**src/rtl/irqv_pkg.sv**
```systemverilog
package irqv_pkg;

  // Width of a source index for a given source count (at least one bit).
  function automatic int idx_width(input int n);
    return (n > 1) ? $clog2(n) : 1;
  endfunction

  // Each vector slot spans two program words; slot 0 is the reset entry.
  localparam int SLOT_WORDS = 2;

endpackage

```
**src/rtl/irqv_arbiter.sv**
```systemverilog
module irqv_arbiter #(
  parameter int NUM_SRC = 8,
  localparam int IDX_W = irqv_pkg::idx_width(NUM_SRC)
) (
  input  logic [NUM_SRC-1:0] cand,
  output logic               any_o,
  output logic [NUM_SRC-1:0] win_oh_o,
  output logic [IDX_W-1:0]   win_idx_o
);

  // blocked[i] is high when some lower-indexed (higher priority) source qualifies
  logic [NUM_SRC:0] blocked;
  assign blocked[0] = 1'b0;

  for (genvar g = 0; g < NUM_SRC; g++) begin : g_chain
    assign blocked[g+1] = blocked[g] | cand[g];
    assign win_oh_o[g]  = cand[g] & ~blocked[g];
  end

  assign any_o = blocked[NUM_SRC];

  always_comb begin
    win_idx_o = '0;
    for (int i = 0; i < NUM_SRC; i++) begin
      if (win_oh_o[i]) win_idx_o = IDX_W'(i);
    end
  end

  // the grant never has more than one bit set
  always_comb begin
    assert_grant_single_R3: assert ($countones(win_oh_o) <= 1);
  end

endmodule

```
**src/rtl/irqv_region_gate.sv**
```systemverilog
module irqv_region_gate #(
  parameter int PC_W       = 12,
  parameter int BOOT_START = 'hC00
) (
  input  logic [PC_W-1:0] pc,
  input  logic            lock_app,
  input  logic            lock_boot,
  output logic            in_boot_o,
  output logic            mute_o
);

  localparam logic [PC_W-1:0] BOOT_ADDR = PC_W'(BOOT_START);

  assign in_boot_o = (pc >= BOOT_ADDR);
  // each lock input mutes its own region only
  assign mute_o    = (lock_app & ~in_boot_o) | (lock_boot & in_boot_o);

endmodule

```
**src/rtl/irqv_vector_gen.sv**
```systemverilog
module irqv_vector_gen #(
  parameter int NUM_SRC    = 8,
  parameter int PC_W       = 12,
  parameter int BOOT_START = 'hC00,
  localparam int IDX_W = irqv_pkg::idx_width(NUM_SRC)
) (
  input  logic [IDX_W-1:0] win_idx,
  input  logic             vec_sel,
  input  logic             boot_rst_cfg,
  output logic [PC_W-1:0]  irq_vec_o,
  output logic [PC_W-1:0]  rst_vec_o
);

  localparam logic [PC_W-1:0] BOOT_ADDR = PC_W'(BOOT_START);
  localparam logic [PC_W-1:0] SLOT_SZ   = PC_W'(irqv_pkg::SLOT_WORDS);

  logic [PC_W-1:0] base;
  logic [PC_W-1:0] slot;

  assign base      = vec_sel ? BOOT_ADDR : '0;
  assign slot      = PC_W'(win_idx) + PC_W'(1);
  assign irq_vec_o = base + slot * SLOT_SZ;
  assign rst_vec_o = boot_rst_cfg ? BOOT_ADDR : '0;

endmodule

```
**src/rtl/irq_vector_ctrl.sv**
```systemverilog
module irq_vector_ctrl #(
  parameter int NUM_SRC    = 8,
  parameter int PC_W       = 12,
  parameter int BOOT_START = 'hC00
) (
  input  logic               clk,
  input  logic               rst,
  input  logic [NUM_SRC-1:0] irq_req,
  input  logic [NUM_SRC-1:0] irq_en,
  input  logic               gie_wr,
  input  logic               gie_wr_val,
  input  logic               vec_sel,
  input  logic               boot_rst_cfg,
  input  logic               lock_app,
  input  logic               lock_boot,
  input  logic [PC_W-1:0]    pc,
  output logic               taken_o,
  output logic [PC_W-1:0]    vec_o,
  output logic [NUM_SRC-1:0] ack_o,
  output logic               gie_o
);

  localparam int IDX_W = irqv_pkg::idx_width(NUM_SRC);
  localparam logic [PC_W-1:0] BOOT_ADDR = PC_W'(BOOT_START);

  logic [NUM_SRC-1:0] cand;
  logic               any_c;
  logic [NUM_SRC-1:0] win_oh;
  logic [IDX_W-1:0]   win_idx;
  logic               in_boot;
  logic               mute;
  logic [PC_W-1:0]    irq_vec;
  logic [PC_W-1:0]    rst_vec;
  logic               accept;

  logic               taken_q;
  logic [PC_W-1:0]    vec_q;
  logic [NUM_SRC-1:0] ack_q;
  logic               gie_q;

  assign cand = irq_req & irq_en;

  irqv_arbiter #(.NUM_SRC(NUM_SRC)) arb_i (
    .cand      (cand),
    .any_o     (any_c),
    .win_oh_o  (win_oh),
    .win_idx_o (win_idx)
  );

  irqv_region_gate #(.PC_W(PC_W), .BOOT_START(BOOT_START)) gate_i (
    .pc        (pc),
    .lock_app  (lock_app),
    .lock_boot (lock_boot),
    .in_boot_o (in_boot),
    .mute_o    (mute)
  );

  irqv_vector_gen #(.NUM_SRC(NUM_SRC), .PC_W(PC_W), .BOOT_START(BOOT_START)) vgen_i (
    .win_idx      (win_idx),
    .vec_sel      (vec_sel),
    .boot_rst_cfg (boot_rst_cfg),
    .irq_vec_o    (irq_vec),
    .rst_vec_o    (rst_vec)
  );

  assign accept = gie_q & ~mute & any_c;

  always_ff @(posedge clk) begin
    if (rst) begin
      taken_q <= 1'b0;
      ack_q   <= '0;
      gie_q   <= 1'b0;
      vec_q   <= rst_vec;
    end else begin
      taken_q <= accept;
      ack_q   <= accept ? win_oh : '0;
      if (accept) begin
        vec_q <= irq_vec;
        gie_q <= 1'b0;
      end else if (gie_wr) begin
        gie_q <= gie_wr_val;
      end
    end
  end

  assign taken_o = taken_q;
  assign vec_o   = vec_q;
  assign ack_o   = ack_q;
  assign gie_o   = gie_q;

  // entry only with the global enable set in the previous cycle
  assert_entry_needs_gie_R2: assert property (@(posedge clk) disable iff (rst)
    taken_q |-> $past(gie_q));

  // acknowledged source was pending and enabled
  assert_winner_enabled_R2: assert property (@(posedge clk) disable iff (rst)
    taken_q |-> ((ack_q & $past(irq_req & irq_en)) != '0));

  // nothing of higher priority was pending and enabled
  assert_priority_R3: assert property (@(posedge clk) disable iff (rst)
    taken_q |-> (((ack_q - NUM_SRC'(1)) & $past(irq_req & irq_en)) == '0));

  // one-hot ack with the strobe, silent otherwise
  assert_ack_onehot_R5: assert property (@(posedge clk) disable iff (rst)
    taken_q |-> ($countones(ack_q) == 1));

  assert_ack_idle_R5: assert property (@(posedge clk) disable iff (rst)
    !taken_q |-> (ack_q == '0));

  // global enable drops on entry
  assert_gie_cleared_R6: assert property (@(posedge clk) disable iff (rst)
    taken_q |-> !gie_q);

  // no entry out of a muted region
  assert_lock_gate_R7: assert property (@(posedge clk) disable iff (rst)
    taken_q |-> !$past(mute));

  // relocated table lands in the boot region on an even word
  assert_vec_base_R4: assert property (@(posedge clk) disable iff (rst)
    (taken_q && $past(vec_sel)) |-> (vec_q >= BOOT_ADDR && vec_q[0] == 1'b0));

endmodule

```
**config.mk**
```make
export PLATFORM = sky130hd
export DESIGN_NAME = irq_vector_ctrl
export DESIGN_NICKNAME = d
export VERILOG_FILES = /design/src/rtl/irqv_pkg.sv /design/src/rtl/irqv_arbiter.sv /design/src/rtl/irqv_region_gate.sv /design/src/rtl/irqv_vector_gen.sv /design/src/rtl/irq_vector_ctrl.sv
export SDC_FILE = /design/constraint.sdc
export NUM_CORES = 1
export LEC_CHECK = 0
export ABC_AREA = 1
export ABC_CLOCK_PERIOD_IN_PS = 1500
export BUFFER_PORTS_ARGS = -buffer_cell sky130_fd_sc_hd__buf_2
export CAP_MARGIN = 20
export CELL_PAD_IN_SITES_DETAIL_PLACEMENT = 1
export CELL_PAD_IN_SITES_GLOBAL_PLACEMENT = 1
export CORE_MARGIN = 1.5
export CORE_UTILIZATION = 23
export CTS_CLUSTER_SIZE = 28
export DETAILED_ROUTE_END_ITERATION = 7
export PLACE_DENSITY_LB_ADDON = 0.1
export SYNTH_ARGS = -nofsm -noshare
export SYNTH_HDL_FRONTEND = slang
export SYNTH_SLANG_ARGS = --single-unit
```
**constraint.sdc**
```tcl
create_clock -name clk -period 1.5 [get_ports clk]
set_input_delay 0.3 -clock clk [delete_from_list [all_inputs] [get_ports clk]]
set_output_delay 0.3 -clock clk [all_outputs]
set_load 0.01 [all_outputs]
```
==> results.md, run 1 <==
- Synthesized area: 741 µm²
- Sequential fraction of the synthesis area: 47.3%
- CTS tree: yes
- Critical path launch point type: primary input
- Antenna viol nets, final: 0
- Hold Vio Cnt, Final: 0
- Setup Fix Bufs, Post-CTS: 0
- GRT busiest layer: met2
- Worst-skew pair later-pin latency: 0.29 ns
- CP endpoint kind: register
- Maximum number of pins on one net before global-route repair: 10
- Share of cells above drive strength 1: 46.2%
- Cell Area, Placed: 1060 µm²
- Remaining DRCs: 0
- Delay-heaviest family, CP: simple AND/OR/NAND/NOR gates
- Vias: 755
- Pre-antenna DRT Iters: 3
- Num CTS Buffers: 3
- Arr. time, crit path: 1.42 ns
- PwrDens: 785 nW/µm²
- Clock sinks: 15
- CP max-delay cell: ha_1
- CP max FO: 3
- Commonest non-fill, non-tap cell in the layout: buf_2
- Final Cycle Share: 90.8%
- Final Slew Violations: 0
- Peak VDD IR: 0.333 mV
- Aggregate routed wire length: 1.73 mm
- Max Root-Sink Buffers: 2
- Initial antenna violation count: 0
- Fill cell count: 403
- RSZ-0062 raised after global routing: no
- Status: finished, final reports clean
- Yosys reg bits: 15
- Ant diodes: 0
- GR Util met1: 12.2%
- Synthesis-to-layout area growth: 47.8%
- DR WL/cell: 9.22 µm
- Post-DP HPWL: 1.49 mm
- Post-route cell area: 1090 µm²
- First-pass GRT wire length: 2.75 mm
- Worst Skew: 0.00682 ns
- Area occupied by multi-input gates: 318 µm²
- Die height: 59.8 µm
- FP Rows: 20
- Post-synthesis cell type count: 20
- Critical path, cell by cell: buf_2, nand2_1, nand2_2, inv_1, nand2_1, nor2_1, nand3_1, nand4_1, ha_1, inv_1, nor2_1
- GR Util met3: 2.16%
- Total Power: 0.859 mW
- Met2 GRT Util: 17.4%
- Initial Util: 24.3%
- Fin crit period: 1.36 ns
- WP buf/inv: 3
- Die area: 3570 µm²
- Worst-path clk slew: 0.10 ns
- Max incr delay on CP: 0.24 ns
- Final net count: 181
- Most frequent cells in the layout: 41 x buf_2, 17 x nand2_1, 13 x buf_4, 12 x nor2_1, 11 x inv_1
- Grt ovf: 0
- IO buf count: 41
- Mean Syn Cell Area: 8.51 µm²
- WS Path Type: primary input to register
- Synthesis Warnings: 0
- Vias in the first global route: 685
- Final setup violation count: 0
- Core Footprint: 3050 µm²
- Leak: 0.597 nW
- Fmax: 0.734 GHz
- Die width: 59.8 µm
- Max Cap Viol: 0
- H-Tree Level Count: 1
- FF/Latch Area: 350 µm²
- Hold crit path type: primary input to register
- Post-Synthesis Cells: 87
- GRT Total Usage: 10.8%
- Root Driver: clkbuf_4
- I/O pin cnt: 58
- DR vias/cell: 4.04
- Gpl congestion: 0.707
- Data required, critical path: 1.56 ns
- Drt initial violations: 19
## routing by layer
metal / routed length (µm) / part of all wire [%] / up-vias
li1: - / - / 379
met2: 841 / 49 / 31
met4: 53 / 3.1 / 0
met5: 0 / 0 / -
met1: 712 / 41 / 341
met3: 117 / 6.8 / 4
## Yosys cell counts
master / instances / share of area, %
buf_4: 7 / 7.1
ha_1: 1 / 1.7
nor2_1: 13 / 6.6
nand4_4: 1 / 2.9
a41oi_1: 1 / 1.2
edfxtp_1: 5 / 20
a21oi_1: 1 / 0.68
nor2_2: 1 / 0.85
dfxtp_1: 10 / 27
o21ai_1: 1 / 0.68
o211ai_4: 1 / 2.9
nor2_4: 1 / 1.5
nand2_1: 17 / 8.6
mux2i_1: 1 / 1.4
nor3_1: 1 / 0.68
conb_1: 1 / 0.51
nand4_1: 4 / 3.4
inv_1: 11 / 5.6
nand2_2: 3 / 2.5
nand3_1: 6 / 4.1
## worst min-delay path, cell delays in order
cell and delay [ns]:
buf_2 0.07, nand2_1 0.04, nand2_1 0.04
## layout make-up
| type | count | share of cell area, % |
|---|---|---|
| Clock buffer | 3 | 2.06 |
| Clock inverter | 1 | 0.457 |
| Inverter | 11 | 3.77 |
| Multi-Input combinational cell | 59 | 29.0 |
| Sequential cell | 15 | 32.0 |
| Tap cell | 44 | 5.03 |
| Timing Repair Buffer | 54 | 27.7 |
## flip-flops by register name (all words and copies together) (netlist names)
name and cells:
ack_o 8, vec_o 5, gie_o 1, taken_o 1
## through the flow
step                      hold WS [ns]  setup slack (ns)  TNS, ns  utilization, %  cells
after CTS                        0.272            0.0979        0            35.8    187
after global routing             0.287            0.0187        0            35.9    187
after detailed placement         0.544            -0.218   -0.632            34.9    183
after global placement           0.543            -0.191   -0.543            34.9    183
after floorplan                  0.448            0.0196        0               -     92
final                            0.277             0.138        0            35.9    187
## power breakdown
part / total [mW] / switching (mW) / internal, mW
sequential: 0.441 / 0.00404 / 0.437
combinational: 0.182 / 0.0984 / 0.0832
clock: 0.236 / 0.137 / 0.0992
## worst paths after layout
check / startpoint / to / slack (ns) / cells after the start
worst max-delay path: irq_req[1] / vec_o[2]$_SDFFCE_PP0P_ / 0.14 / 11
worst min-delay path: vec_sel / vec_o[10]$_DFFE_PP_ / 0.28 / 3
worst max register to register: gie_o$_SDFFE_PP0P_ / vec_o[10]$_DFFE_PP_ / 0.33 / 4
worst min register to register: gie_o$_SDFFE_PP0P_ / gie_o$_SDFFE_PP0P_ / 0.56 / 2
## repair_timing
item	CTS	global route
endpoints found under the setup margin	0	1
gates resized for setup	0	1
hold buffers	0	0
## logic make-up after synthesis
logic type                 Yosys count  share of synthesized area (%)
other                                1                          0.506
and+or+nand+nor                     47                           31.1
AOI/OAI and AO/OA                    4                           5.40
DFF                                 15                           47.3
buffers and inverters               18                           12.7
adders and majority gates            1                           1.69
muxes                                1                           1.35
Power figures use the tool's default switching activity.
==> inputs of run 2 (changes only) <==
- SETUP_SLACK_MARGIN: unset -> 0.2
==> run 2 against run 1 <==
  * Maximum frequency grew 3.7%
  * Sequential share of layout area shrank 4.7 points
  * Design area up 17%
  * Clock skew decreased by 0.0063 ns
  * Register-to-register slack about the same
  * Die area unchanged
  * Via count increased by 5.0%
  * Combinational power increased by 30%
  * Worst setup slack better by 0.049 ns
  * Critical path type unchanged
  * Largest power group unchanged
==> results.md, run 2 (synthesis results as in run 1) <==
- Antenna viol nets, final: 0
- Final cell count without fillers: 195
- H-Tree Level Count: 1
- Worst-skew pair later-pin latency: 0.29 ns
- FP Rows: 20
- NetSw: 0.264 mW
- Share of cells above drive strength 1: 55.0%
- Hold_buf cts: 0
- GRT Total Usage: 13.0%
- Post-DP HPWL: 1.64 mm
- CP endpoint kind: register
- Max reg flops: 8
- Final Slew Violations: 0
- Dpl cells: 184
- Net Sw Frac: 28.8%
- Fraction of power consumed by combinational cells: 25.9%
- Setup TNS: 0 ns
- Max Cap Viol: 0
- Hold Vio Cnt, Final: 0
- Fill cell count: 391
- Worst Skew: 0.000517 ns
- First-pass GRT wire length: 3.42 mm
- Reg-to-reg critical path endpoint: vec_o[2]$_SDFFCE_PP0P_
- Sequential share of power: 48.2%
- PwrDens: 715 nW/µm²
- Critical R2R Launch: gie_o$_SDFFE_PP0P_
- Worst-path clk slew: 0.09 ns
- Vias: 793
- Num CTS Buffers: 3
- Worst hold stages: 3
- Maximum number of pins on one net before global-route repair: 10
- Vias in the first global route: 821
- Die width: 59.8 µm
- CP max FO: 2
- Arr. time, crit path: 1.37 ns
- Grt ovf: 0
- IO buf count: 41
- FF/Latch Area: 350 µm²
- Drt initial violations: 10
- Initial Util: 24.3%
- Hold crit path type: primary input to register
- R2R Setup Slk: 0.33 ns
- Leak: 0.670 nW
- Initial antenna violation count: 0
- Die height: 59.8 µm
- Hold_sp: vec_sel
- Pint: 0.652 mW
- Peak VDD IR: 0.227 mV
- Aggregate routed wire length: 2.03 mm
- I/O pin cnt: 58
- Critical path launch point type: primary input
- Core Footprint: 3050 µm²
- Status: finished, final reports clean
- Ant diodes: 0
- Gpl congestion: 0.710
- Depth of the worst register-to-register path: 4
- DR vias/cell: 4.07
- WS Path Type: primary input to register
- Most frequent cells in the layout: 33 x buf_2, 21 x buf_4, 13 x nand2_1, 11 x nor2_1, 10 x dfxtp_1
- RSZ-0062 raised after global routing: yes
- Commonest non-fill, non-tap cell in the layout: buf_2
- Hold Path End: vec_o[10]$_DFFE_PP_
- Fmax: 0.762 GHz
- Remaining DRCs: 0
- Clock sinks: 15
- Root Driver: clkbuf_4
- Area occupied by multi-input gates: 395 µm²
- Clock share of power: 25.9%
- Final Cycle Share: 87.5%
- Final net count: 189
- Max Root-Sink Buffers: 2
- Die area: 3570 µm²
- Core Util, Final: 42.0%
- Pre-antenna DRT Iters: 3
- Synthesis-to-layout area growth: 73.1%
- Fin crit period: 1.31 ns
- Data required, critical path: 1.56 ns
- Final setup violation count: 0
- DR WL/cell: 10.4 µm
- Total Power: 0.916 mW
- CTS tree: yes
==> run 2: cell types whose count changed in the layout (fill, tap and decap cells not counted), sizes merged <==
cell / before / now
buf: 54 / 62
==> run 2: through the flow <==
stage          instance area, µm²  hold slack, ns  setup slack [ns]
2_1_floorplan                 812           0.443            0.0557
3_3_place_gp                 1120           0.544            -0.170
3_5_place_dp                 1120           0.553            -0.193
4_1_cts                      1280           0.264             0.195
5_1_grt                      1280           0.262             0.112
6_report                     1280           0.270             0.187
==> run 2: power groups by stage <==
stage / logic, mW / registers (mW) / clock network [mW]
after floorplan: 0.106 / 0.460 / 0
after global placement: 0.198 / 0.450 / 0
after detailed placement: 0.204 / 0.452 / 0
after CTS: 0.237 / 0.442 / 0.245
after global routing: 0.263 / 0.443 / 0.275
final: 0.237 / 0.442 / 0.238
==> run 2: how the worst max path moves through the flow <==
| stage | start | end | slack (ns) | cells after the start |
|---|---|---|---|---|
| after floorplan | irq_req[3] | vec_o[2]$_SDFFCE_PP0P_ | 0.06 | 10 |
| after global placement | irq_req[3] | vec_o[2]$_SDFFCE_PP0P_ | -0.17 | 11 |
| after detailed placement | irq_req[3] | vec_o[3]$_SDFFCE_PP0P_ | -0.19 | 12 |
| after CTS | irq_en[1] | vec_o[2]$_SDFFCE_PP0P_ | 0.20 | 11 |
| after global routing | irq_en[1] | vec_o[2]$_SDFFCE_PP0P_ | 0.11 | 11 |
| final | irq_en[1] | vec_o[2]$_SDFFCE_PP0P_ | 0.19 | 11 |
==> run 2: what timing repair did <==
item / 4_1_cts / 5_1_grt
endpoints found under the setup margin: 2 / 3
setup buffers: 7 / 0
pin swaps: 12 / 0
resized for setup: 21 / 0
==> run 2: metal layers <==
metal / part of all wire (%) / GRT usage [%]
met4: 1.9 / 6.67
met1: 37 / 12.9
met5: 0 / 0
met2: 56 / 24.5
met3: 5.1 / 3.25
==> run 2: area by class of cell <==
class | instances | area share (%)
repair buffers | 62 | 32.2
multi-input cells | 59 | 30.8
flip-flops and latches | 15 | 27.3
well taps | 44 | 4.29
inverters | 11 | 3.22
clock buffers | 3 | 1.76
clock inverters | 1 | 0.390
==> run 2: worst max-delay path: stages <==
cell and delay (ns):
buf_6 0.10, nand2_4 0.06, nand2_4 0.06, inv_1 0.09, nand2_2 0.08, nor2_4 0.12, nand3_1 0.10, nand4_1 0.10
ha_2 0.28, inv_2 0.05, nor2_1 0.03
==> inputs of run 3 (changes only) <==
- ABC_AREA: 1 -> unset
- ABC_CLOCK_PERIOD_IN_PS: 1500 -> 1080
- CORE_UTILIZATION: 23 -> 25
- clock period: 1.5 -> 1.08 ns (I/O delays scaled with it)
==> run 3 against run 2 <==
  * Synthesized cell count fell by 14%
  * Via count rose by 5.8%
  * Synthesized area is 8.1% higher
  * Global-route usage is 1.1 points higher
  * The flow now finishes with violations (negative setup slack)
  * Total power is 53% higher
  * Core utilization up 6.4 points
  * Critical path depth is 5 lower
  * Largest cell class is now multi-input combinational cells
  * Worst setup slack lost 0.41 ns
==> results.md, run 3 <==
- Final setup violation count: 17
- IO buf count: 41
- Commonest non-fill, non-tap cell in the layout: buf_2
- Crit path depth: 6
- Worst slack, placed: -0.613 ns
- Net Sw Frac: 29.2%
- Synth top area share: 25.0%
- Total Power: 1.40 mW
- NetSw: 0.409 mW
- Fmax: 0.768 GHz
- Synthesis Warnings: 0
- Critical R2R Launch: gie_o$_SDFFE_PP0P_
- Max reg flops: 8
- Die height: 59.6 µm
- Worst setup margin: -0.221 ns
- Worst-skew pair later-pin latency: 0.29 ns
- First-pass GRT wire length: 3.60 mm
- Worst hold stages: 3
- Pint: 0.994 mW
- Yosys reg bits: 15
- Most frequent cells after synthesis: 10 x dfxtp_1, 8 x nand2_1, 7 x buf_4, 5 x a22o_1, 5 x edfxtp_1
- Clock share of power: 23.9%
- Post-synthesis cell type count: 32
- CTS tree: yes
- Depth of the worst register-to-register path: 4
- CP max-delay cell: a32o_2
- Arr. time, crit path: 1.36 ns
- Antenna viol nets, final: 0
- FP Rows: 20
- I/O pin cnt: 58
- Die area: 3550 µm²
- Number of flops mapped to enable cells by yosys: 5
- Grt ovf: 0
- Top cells by area, synth: dfxtp_1 25%, edfxtp_1 19%, buf_4 6.6%
- DR WL/cell: 12.9 µm
- Num CTS Buffers: 3
- Sequential share of power: 43.8%
- Post-Synthesis Cells: 75
- Synthesized area: 801 µm²
- Hold crit path type: primary input to register
- Fin crit period: 1.30 ns
- Critical path launch point type: primary input
- Vias in the first global route: 850
- Most frequent cells in the layout: 29 x buf_2, 18 x buf_4, 8 x buf_8, 8 x buf_6, 7 x dfxtp_1
- Peak VDD IR: 0.309 mV
- Status: complete, but fails checks
- CP Capture Point: vec_o[3]$_SDFFCE_PP0P_
- Drt initial violations: 8
- Clock sinks: 15
- DR vias/cell: 4.58
- Area leader, netlist: dfxtp_1
- Max Cap Viol: 0
- CP max FO: 4
- Delay-heaviest family, CP: compound AO/OA/AOI/OAI gates
- Core Footprint: 3050 µm²
- H-Tree Level Count: 1
- Root Driver: clkbuf_4
- Gpl congestion: 0.671
- Critical path, cell by cell: buf_2, a32o_2, a22o_1, ha_4, nor2b_1, mux2_4
- Leak: 0.663 nW
- CP Launch Point: irq_en[5]
- Core Util, Final: 48.4%
- Setup TNS: -2.47 ns
- Synthesis-to-layout area growth: 84.7%
- Ant diodes: 0
- Initial antenna violation count: 0
- Reg-to-reg critical path endpoint: ack_o[1]$_SDFF_PP0_
- Final Cycle Share: 120%
- RSZ-0062 raised after global routing: yes
- CP endpoint kind: register
- WS Path Type: primary input to register
- WP buf/inv: 1
- Count leader, synth: dfxtp_1
- Maximum number of pins on one net before global-route repair: 10
- Max incr delay on CP: 0.25 ns
- Pre-antenna DRT Iters: 4
- Data required, critical path: 1.14 ns
- Sequential fraction of the synthesis area: 43.8%
- Max Root-Sink Buffers: 2
- Initial Util: 26.2%
- Fraction of power consumed by combinational cells: 32.2%
- R2R Setup Slk: -0.20 ns
- Worst-path clk slew: 0.10 ns
- Failing checks: negative setup slack
- Remaining DRCs: 0
- Final Slew Violations: 0
- Mean Syn Cell Area: 10.7 µm²
- Share of cells above drive strength 1: 71.2%
- PwrDens: 948 nW/µm²
- Hold_buf cts: 0
- GRT Total Usage: 14.1%
- Hold Slack: 0.167 ns
- Worst Skew: 0.00507 ns
- Final net count: 177
- Die width: 59.6 µm
- Primary FF master, synth: dfxtp_1
- Post-DP HPWL: 1.75 mm
- Aggregate routed wire length: 2.37 mm
- Vias: 839
- Hold Vio Cnt, Final: 0
- Async SR Flop Fraction: 0%
-- run 3: cell count changes after synthesis, sizes merged, moves of 4 or more --
cell and change:
nor2 -12, nand3 -4, nand2 -12, nand4 -5, nor4 +6, inv -9
a22o +5
-- run 3: cell families (layout without fill, tap and decap cells) --
| kind of cell | Yosys count | count (layout) | share of synthesized area [%] |
|---|---|---|---|
| flip-flops | 15 | 15 | 43.7 |
| other | 1 | 6 | 0.468 |
| AO/OA/AOI/OAI | 16 | 16 | 16.4 |
| multiplexers | 2 | 2 | 2.81 |
| adder cells (fa/ha/maj) | 1 | 1 | 1.56 |
| AND/OR/NAND/NOR | 30 | 30 | 26.1 |
| buffers and inverters | 10 | 69 | 8.91 |
-- run 3: what timing repair did --
action                     in CTS  in global routing
pin swaps                      12                  8
resized for setup              38                  8
setup buffers                   3                  3
setup endpoints to repair      35                 34
hold endpoints to repair        0                  0
-- run 3: worst min-delay path by stage --
stage / start / endpoint / slack (ns)
CTS: irq_en[1] / ack_o[1]$_SDFF_PP0_ / 0.16
finish: irq_en[1] / ack_o[1]$_SDFF_PP0_ / 0.17
global route: irq_en[1] / ack_o[1]$_SDFF_PP0_ / 0.15
floorplan: irq_en[2] / ack_o[2]$_SDFF_PP0_ / 0.33
global placement: irq_en[3] / ack_o[3]$_SDFF_PP0_ / 0.51
detailed placement: irq_en[1] / ack_o[1]$_SDFF_PP0_ / 0.51
-- run 3: area by class of cell --
type                    instances  area, µm²
clock buffers                   3       22.5
clock inverters                 1       5.00
fillers                       343       1570
inverters                       2       7.51
multi-input cells              55        544
flip-flops and latches         15        354
well taps                      44       55.1
repair buffers                 63        490
-- run 3: worst reg2reg max path, stage by stage, from the launching register on --
cell     delay, ns
dfxtp_2       0.34
inv_2         0.04
or4_4         0.57
buf_4         0.18
nor3_2        0.09
-- run 3: stage by stage --
step,cell area (µm²),std cells
finish,1480,183
global route,1480,183
CTS,1420,180
detailed placement,1220,173
global placement,1220,173
floorplan,902,80
-- run 3: layer usage --
| layer | track usage, % | share of wire (%) | vias to the layer above |
|---|---|---|---|
| met4 | 10.8 | 2.2 | 0 |
| met3 | 2.62 | 4.8 | 4 |
| met2 | 24.3 | 53 | 35 |
| li1 | - | - | 402 |
| met5 | 0 | 0 | - |
| met1 | 15.1 | 39 | 398 |
-- run 3: power by group through the flow --
stage | Combinational [mW] | Sequential [mW] | Clock (mW)
2_1_floorplan | 0.183 | 0.639 | 0
3_3_place_gp | 0.345 | 0.626 | 0
3_5_place_dp | 0.350 | 0.628 | 0
4_1_cts | 0.427 | 0.615 | 0.354
5_1_grt | 0.486 | 0.618 | 0.382
6_report | 0.452 | 0.615 | 0.336
